### src/rtl/xfa_pkg.sv
package xfa_pkg;
  typedef enum logic [1:0] {
    PH_FETCH  = 2'd0,
    PH_DIRECT = 2'd1,
    PH_INDIR  = 2'd2,
    PH_RSVD   = 2'd3
  } phase_e;

  localparam logic [2:0] OP_JMS = 3'd4;
  localparam logic [2:0] OP_JMP = 3'd5;
  localparam logic [2:0] OP_IOT = 3'd6;
endpackage

### src/rtl/xfa_offset.sv
module xfa_offset #(
  parameter int WORD_W = 12,
  parameter int OFS_W  = 7
) (
  input  logic [WORD_W-1:0] instr_i,
  input  logic [WORD_W-1:0] pc_i,
  output logic [WORD_W-1:0] eff_o
);
  localparam int PAGE_W = WORD_W - OFS_W;

  always_comb begin
    if (instr_i[OFS_W]) eff_o = {pc_i[WORD_W-1:OFS_W], instr_i[OFS_W-1:0]};
    else                eff_o = {{PAGE_W{1'b0}}, instr_i[OFS_W-1:0]};
  end
endmodule

### src/rtl/xfa_field_regs.sv
module xfa_field_regs #(
  parameter int WORD_W          = 12,
  parameter int FIELD_W         = 3,
  parameter logic [2:0] DEV_SEL = 3'o2
) (
  input  logic               clk_i,
  input  logic               rst_ni,
  input  logic               exec_i,
  input  logic [WORD_W-1:0]  instr_i,
  input  logic               is_jump_i,
  output logic [FIELD_W-1:0] if_o,
  output logic [FIELD_W-1:0] df_o,
  output logic [FIELD_W-1:0] ib_o
);
  import xfa_pkg::*;

  logic               iot_hit;
  logic [FIELD_W-1:0] new_fld;

  assign iot_hit = exec_i && (instr_i[WORD_W-1 -: 3] == OP_IOT)
                   && (instr_i[WORD_W-4 -: 3] == DEV_SEL);
  assign new_fld = instr_i[FIELD_W+2:3];

  always_ff @(posedge clk_i or negedge rst_ni) begin
    if (!rst_ni) begin
      if_o <= '0;
      df_o <= '0;
      ib_o <= '0;
    end else begin
      if (iot_hit && instr_i[0]) df_o <= new_fld;
      if (iot_hit && instr_i[1]) ib_o <= new_fld;
      // pending field lands only on a control transfer
      if (exec_i && is_jump_i) if_o <= ib_o;
    end
  end
endmodule

### src/rtl/xfield_addr_gen.sv
module xfield_addr_gen #(
  parameter int WORD_W   = 12,
  parameter int FIELD_W  = 3,
  parameter int OFS_W    = 7,
  parameter int AI_BASE  = 8,
  parameter int AI_COUNT = 8
) (
  input  logic                       clk_i,
  input  logic                       rst_ni,
  input  logic                       exec_i,
  input  logic [1:0]                 phase_i,
  input  logic [WORD_W-1:0]          instr_i,
  input  logic [WORD_W-1:0]          pc_i,
  input  logic [WORD_W-1:0]          ptr_i,
  output logic [FIELD_W+WORD_W-1:0]  addr_o,
  output logic [FIELD_W+WORD_W-1:0]  ptr_addr_o,
  output logic [FIELD_W+WORD_W-1:0]  jump_addr_o,
  output logic                       autoinc_o,
  output logic [WORD_W-1:0]          ptr_wdata_o,
  output logic [FIELD_W-1:0]         ifield_o,
  output logic [FIELD_W-1:0]         dfield_o
);
  import xfa_pkg::*;

  localparam logic [WORD_W-1:0] AI_LO = WORD_W'(AI_BASE);
  localparam logic [WORD_W-1:0] AI_HI = WORD_W'(AI_BASE + AI_COUNT - 1);

  logic [WORD_W-1:0]  eff;
  logic [WORD_W-1:0]  ptr_eff;
  logic [FIELD_W-1:0] if_q, df_q, ib_q;
  logic [2:0]         opcode;
  logic               indir, memref, is_jump, ai_loc;

  assign opcode  = instr_i[WORD_W-1 -: 3];
  assign indir   = instr_i[OFS_W+1];
  assign memref  = (opcode < OP_IOT);
  assign is_jump = (opcode == OP_JMP) || (opcode == OP_JMS);

  xfa_offset #(.WORD_W(WORD_W), .OFS_W(OFS_W)) u_offset (
    .instr_i (instr_i),
    .pc_i    (pc_i),
    .eff_o   (eff)
  );

  xfa_field_regs #(.WORD_W(WORD_W), .FIELD_W(FIELD_W)) u_fields (
    .clk_i     (clk_i),
    .rst_ni    (rst_ni),
    .exec_i    (exec_i),
    .instr_i   (instr_i),
    .is_jump_i (is_jump),
    .if_o      (if_q),
    .df_o      (df_q),
    .ib_o      (ib_q)
  );

  assign ai_loc  = memref && indir && (eff >= AI_LO) && (eff <= AI_HI);
  assign ptr_eff = ai_loc ? ptr_i + 1'b1 : ptr_i;

  always_comb begin
    unique case (phase_e'(phase_i))
      PH_DIRECT: addr_o = {if_q, eff};
      PH_INDIR:  addr_o = {df_q, ptr_eff};
      default:   addr_o = {if_q, pc_i};
    endcase
  end

  assign ptr_addr_o  = {if_q, eff};
  assign jump_addr_o = {ib_q, (indir ? ptr_eff : eff)};
  assign autoinc_o   = ai_loc && (phase_e'(phase_i) == PH_INDIR);
  assign ptr_wdata_o = ptr_eff;
  assign ifield_o    = if_q;
  assign dfield_o    = df_q;
endmodule

### config.mk
export PLATFORM = sky130hd
export DESIGN_NAME = xfield_addr_gen
export DESIGN_NICKNAME = d
export VERILOG_FILES = /design/src/rtl/xfa_pkg.sv /design/src/rtl/xfa_offset.sv /design/src/rtl/xfa_field_regs.sv /design/src/rtl/xfield_addr_gen.sv
export SDC_FILE = /design/constraint.sdc
export NUM_CORES = 1
export LEC_CHECK = 0
export ABC_AREA = 1
export BUFFER_PORTS_ARGS = -buffer_cell sky130_fd_sc_hd__buf_2
export CAP_MARGIN = 30
export CORE_MARGIN = 1
export CORE_UTILIZATION = 41
export CTS_CLUSTER_DIAMETER = 50
export DETAILED_ROUTE_END_ITERATION = 10
export PLACE_DENSITY = 0.9
export SETUP_SLACK_MARGIN = 0.1
export SKIP_LAST_GASP = 1
export SYNTH_ARGS = -nofsm -noshare
export SYNTH_HDL_FRONTEND = slang
export SYNTH_SLANG_ARGS = --single-unit
### constraint.sdc
create_clock -name clk_i -period 1.53 [get_ports clk_i]
set_input_delay 0.0765 -clock clk_i [delete_from_list [all_inputs] [get_ports clk_i]]
set_output_delay 0.0765 -clock clk_i [all_outputs]
set_load 0.02 [all_outputs]
Word level (Yosys, flattened, before mapping) --
Cells that the tools add are included.
Cells by class: multiplexer cells 4, add/subtract/negate cells 1, eq/ne operators 6, reductions and logical operators 10, magnitude comparators 3
Operator list (count):
- $mux W12 | 3
- $pmux W15 S2 | 1
- $add A12 B1 Y12 const B | 1
- $ge A12 B4 Y1 const B | 1
- $le A12 B4 Y1 const B | 1
- $eq A3 B3 Y1 const B | 3
- $logic_and A1 B1 Y1 | 9
- $eq A3 B2 Y1 const B | 1
- $lt A3 B3 Y1 const B | 1
- $eq A2 B1 Y1 const B | 1
- $eq A2 B2 Y1 const B | 1
- $logic_or A1 B1 Y1 | 1
Storage, ports and cells: register bits 9

Longest topological paths before layout --
depth after elaboration 6, gate-level depth with buffers 10, gate-level depth less buffers 9

Hierarchy --
A second synthesis with hierarchy kept.
Unflattened totals: cells, all modules 288, area, all modules 1525.2 µm²
Modules (own cells, without submodules):
- xfield_addr_gen | cells each 231, area an instance 1026.0 µm², seq. area each 0.0 µm², times used 1
- xfa_field_regs | cells each 40, area an instance 409.1 µm², seq. area each 225.2 µm², times used 1
- xfa_offset | cells each 17, area an instance 90.1 µm², seq. area each 0.0 µm², times used 1

Worst setup path after synthesis --
No wires, ideal clock.
path kind in2out, start point in phase_i[0], end point out addr_o[2], arrival 1.253 ns, cell stages on the path 7, required time 1.453 ns, slack 0.200 ns, path through inv_1 -> ha_1 -> clkbuf_1 -> nor2_1 -> buf_2 -> nand2_1 -> nand2_1
On the way: cells in the longest elaborated chain, start to end 2, elaborated cells on any way between the ends 3, classes of those cells eq/ne: 2; mux: 1
RTL lines:
- from (decl) | RTL line xfield_addr_gen.sv:11 | input logic [1:0] phase_i,
- $eq A2 B2 Y1 or $eq A2 B1 Y1 (tied branches) | RTL line xfield_addr_gen.sv:60 | unique case (phase_e'(phase_i))
- $pmux W15 S2 (*) | RTL line xfield_addr_gen.sv:60
- to (decl) | RTL line xfield_addr_gen.sv:15 | output logic [FIELD_W+WORD_W-1:0] addr_o,
Mark *: on every way between the ends. The rest lies on a longest branch, timed or not.

Final worst setup path --
start point in phase_i[0], end point out addr_o[0]
The elaborated chain is that of the path after synthesis.

==> results by group <==
Floorplan
  • Die ar.: 3728 um2
  • I/O pin count: 105
  • CORE AREA: 3337 um2
  • Starting Density: 42.86%
  • Num rows: 21
  • Die Ht: 61.06 um
  • DIE WIDTH: 61.06 um

Timing
  • Clock Skew: 9.218 ps
  • Max frequency: 752.1 MHz
  • Slew Limit Fails: 0
  • Crit share post-route: 86.90%
  • Slew @ Worst Pin: 416.7 ps
  • RSZ-0062 raised after global routing: false
  • Final worst slack: 200.4 ps
  • Final-report setup violation count: 0
  • Setup TNS Final: 0 ps
  • Relative slew slack: 71.96%
  • Minimum clock period: 1330 ps
  • Fin. Hold Viols: 0

Synthesis
  • Post-Syn Instances: 269
  • Synthesized flop and latch total: 9
  • Syn Nets: 313
  • Largest family of logic cells by synthesized area: simple AND/OR/NAND/NOR gates
  • Ys Warns: 0
  • Sequential share of the synthesized area: 15.75%
  • Post-synthesis mux area share: 2.362%
  • Post-synthesis cell type count: 26
  • Synth Area in Adders: 2.625%
  • Post-synthesis xor/xnor area fraction: 2.450%
  • Post-Synth Simple-Gate Area: 55.73%
  • Synth Area in Compound Gates: 6.474%
  • Mean Syn Cell Area: 5.316 um2
  • Mapped Area: 1430 um2

Clock tree
  • Clk_lat worst skew: 270 ps
  • Number of clock sinks: 9
  • CTS root buffer: clkbuf_4
  • CTS tree: done
  • Reg clk slew, reported paths: 50 ps
  • CTS Buffer Depth: 2
  • TritonCTS Buffers: 3
  • # H-tree levels: 1

Global route
  • First-pass GRT wire length: 7203 um
  • Initial antenna violation count: 0
  • Grt ovf: 0
  • Largest net degree at the start of global routing: 14
  • Vias in the first global route: 1725
  • GRT Overall Usage: 25.50%

Worst setup path
  • Crit path DAT: 1250 ps
  • CP startpoint kind: input pin
  • WS Path Type: input pin to output pin
  • Crit end category: output pin
  • Worst-path maximum fanout: 10
  • R2R setup slack: 720 ps
  • Req. time, crit path: 1450 ps
  • Worst reg2reg path depth: 1

Place
  • HPWL Detailed: 3956 um
  • Pre-CTS WS: 121.8 ps
  • Routability Congestion: 0.9080
  • Port Buffers: 104

Pwr
  • Leak: 1.339 nW
  • IR drop worst, VDD: 0.0005149 V
  • Pwr dens: 557.3 nW/um2

Finish
  • ANT cells: 0
  • Fillers: 355
  • Share of cells above drive strength 1: 36.59%
  • Multi-input logic area: 1007 um2
  • Final nets: 414
  • Register area: 225.2 um2
  • Syn-to-layout area delta: 41.56%
  • Most common cell after layout, fill and taps aside: nand2_1
  • Commonest non-fill, non-tap cells in the layout: nand2_1, buf_2, inv_1

Routing
  • Post-Route WL: 4956 um
  • DRC: 0
  • DR vias/cell: 4.978
  • DR pass1 iterations: 4
  • 1st-iter DRT viols: 141
  • Post-DR wirelength/cell: 11.94 um
  • Antenna Nets Post-Route: 0
  • Routed vias: 2066

Run
  • Number of max-cap violations: 0

Hold path
  • Hold depth: 3
  • Hold Path Class: input pin to flop

Outcome
  • Status: complete, no violations
[synth_stat cells, drive strengths merged]
cell	count	area share, %
and2	1	0.44
dfrtp	9	16
inv	24	6.3
nor3	1	0.70
nand3	13	4.5
nand2	146	40
buf	13	6.7
a21oi	6	2.1
nor4	1	0.44
xor2	1	0.61
nand4	4	1.7
nand3b	4	3.0
clkbuf	6	1.6
xnor2	3	1.8
mux2	3	2.4
nor2	19	5.2
o21ai	11	3.8
o21a	1	0.53
ha	3	2.6
[state kept, by name, summed over array words and instances (netlist names)]
signal,cells
u_fields.ib_o,3
u_fields.if_o,3
u_fields.df_o,3
[worst max-delay path, cell delays in order]
cell     delay [ps]
buf_2           100
inv_1            40
ha_1            350
nor2_1          160
buf_4           200
nand3_1         100
nand2_1          70
buf_2           150
[final timing paths]
check / start / to
worst max-delay path: phase_i[0] / addr_o[0]
worst min-delay path: instr_i[5] / u_fields.ib_o[2]$_DFFE_PN0P_
worst max register to register: u_fields.if_o[1]$_DFFE_PN0P_ / u_fields.if_o[1]$_DFFE_PN0P_
worst min register to register: u_fields.ib_o[2]$_DFFE_PN0P_ / u_fields.ib_o[2]$_DFFE_PN0P_
max in group asynchronous: rst_ni / u_fields.if_o[2]$_DFFE_PN0P_
min in group asynchronous: rst_ni / u_fields.if_o[1]$_DFFE_PN0P_
[kinds of logic after synthesis]
kind of cell | Yosys count
fa+ha+maj | 3
mux | 3
simple gates | 189
flops | 9
buf+inv | 43
xor+xnor | 4
compound gates | 18
[routing by layer]
metal | wire (um) | vias up | global-route usage [%]
met1 | 2143 | 937 | 32.08
met2 | 2447 | 101 | 45.96
li1 | - | 1022 | -
met3 | 321 | 6 | 2.731
met5 | 0 | - | 0
met4 | 43 | 0 | 7.143
[where the power goes]
part           internal, mW  total (mW)  leakage [nW]  switching (mW)
clock network         0.101       0.186        0.0150          0.0851
registers             0.260       0.278         0.123          0.0189
logic                 0.233       0.664          1.20           0.431
[per-stage QoR]
step / util, % / std cells / cell area [um2] / hold WS (ps) / total power, mW
after floorplan: - / 269 / 1430 / -219.1 / 0.6868
after global placement: 58.64 / 409 / 1957 / -66.62 / 0.9237
after detailed placement: 58.64 / 409 / 1957 / -66.21 / 0.9334
after CTS: 59.73 / 414 / 1993 / 131.2 / 1.124
after global routing: 60.67 / 415 / 2024 / 168.5 / 1.212
final: 60.67 / 415 / 2024 / 146.2 / 1.128
[layout make-up]
| class | instances | share of cell area [%] |
|---|---|---|
| Sequential cell | 9 | 11.12 |
| Tap cell | 46 | 2.843 |
| Inverter | 24 | 4.697 |
| Clock buffer | 4 | 1.298 |
| Timing Repair Buffer | 115 | 30.28 |
| Multi-Input combinational cell | 217 | 49.75 |
[timing repair]
item                       in CTS  in global routing
setup endpoints to repair       0                 24
setup buffers                   0                  1
hold endpoints to repair        9                  0
hold buffers                    1                  0
resized for setup               0                  7
Note: power is estimated with default switching activity, not from simulation.
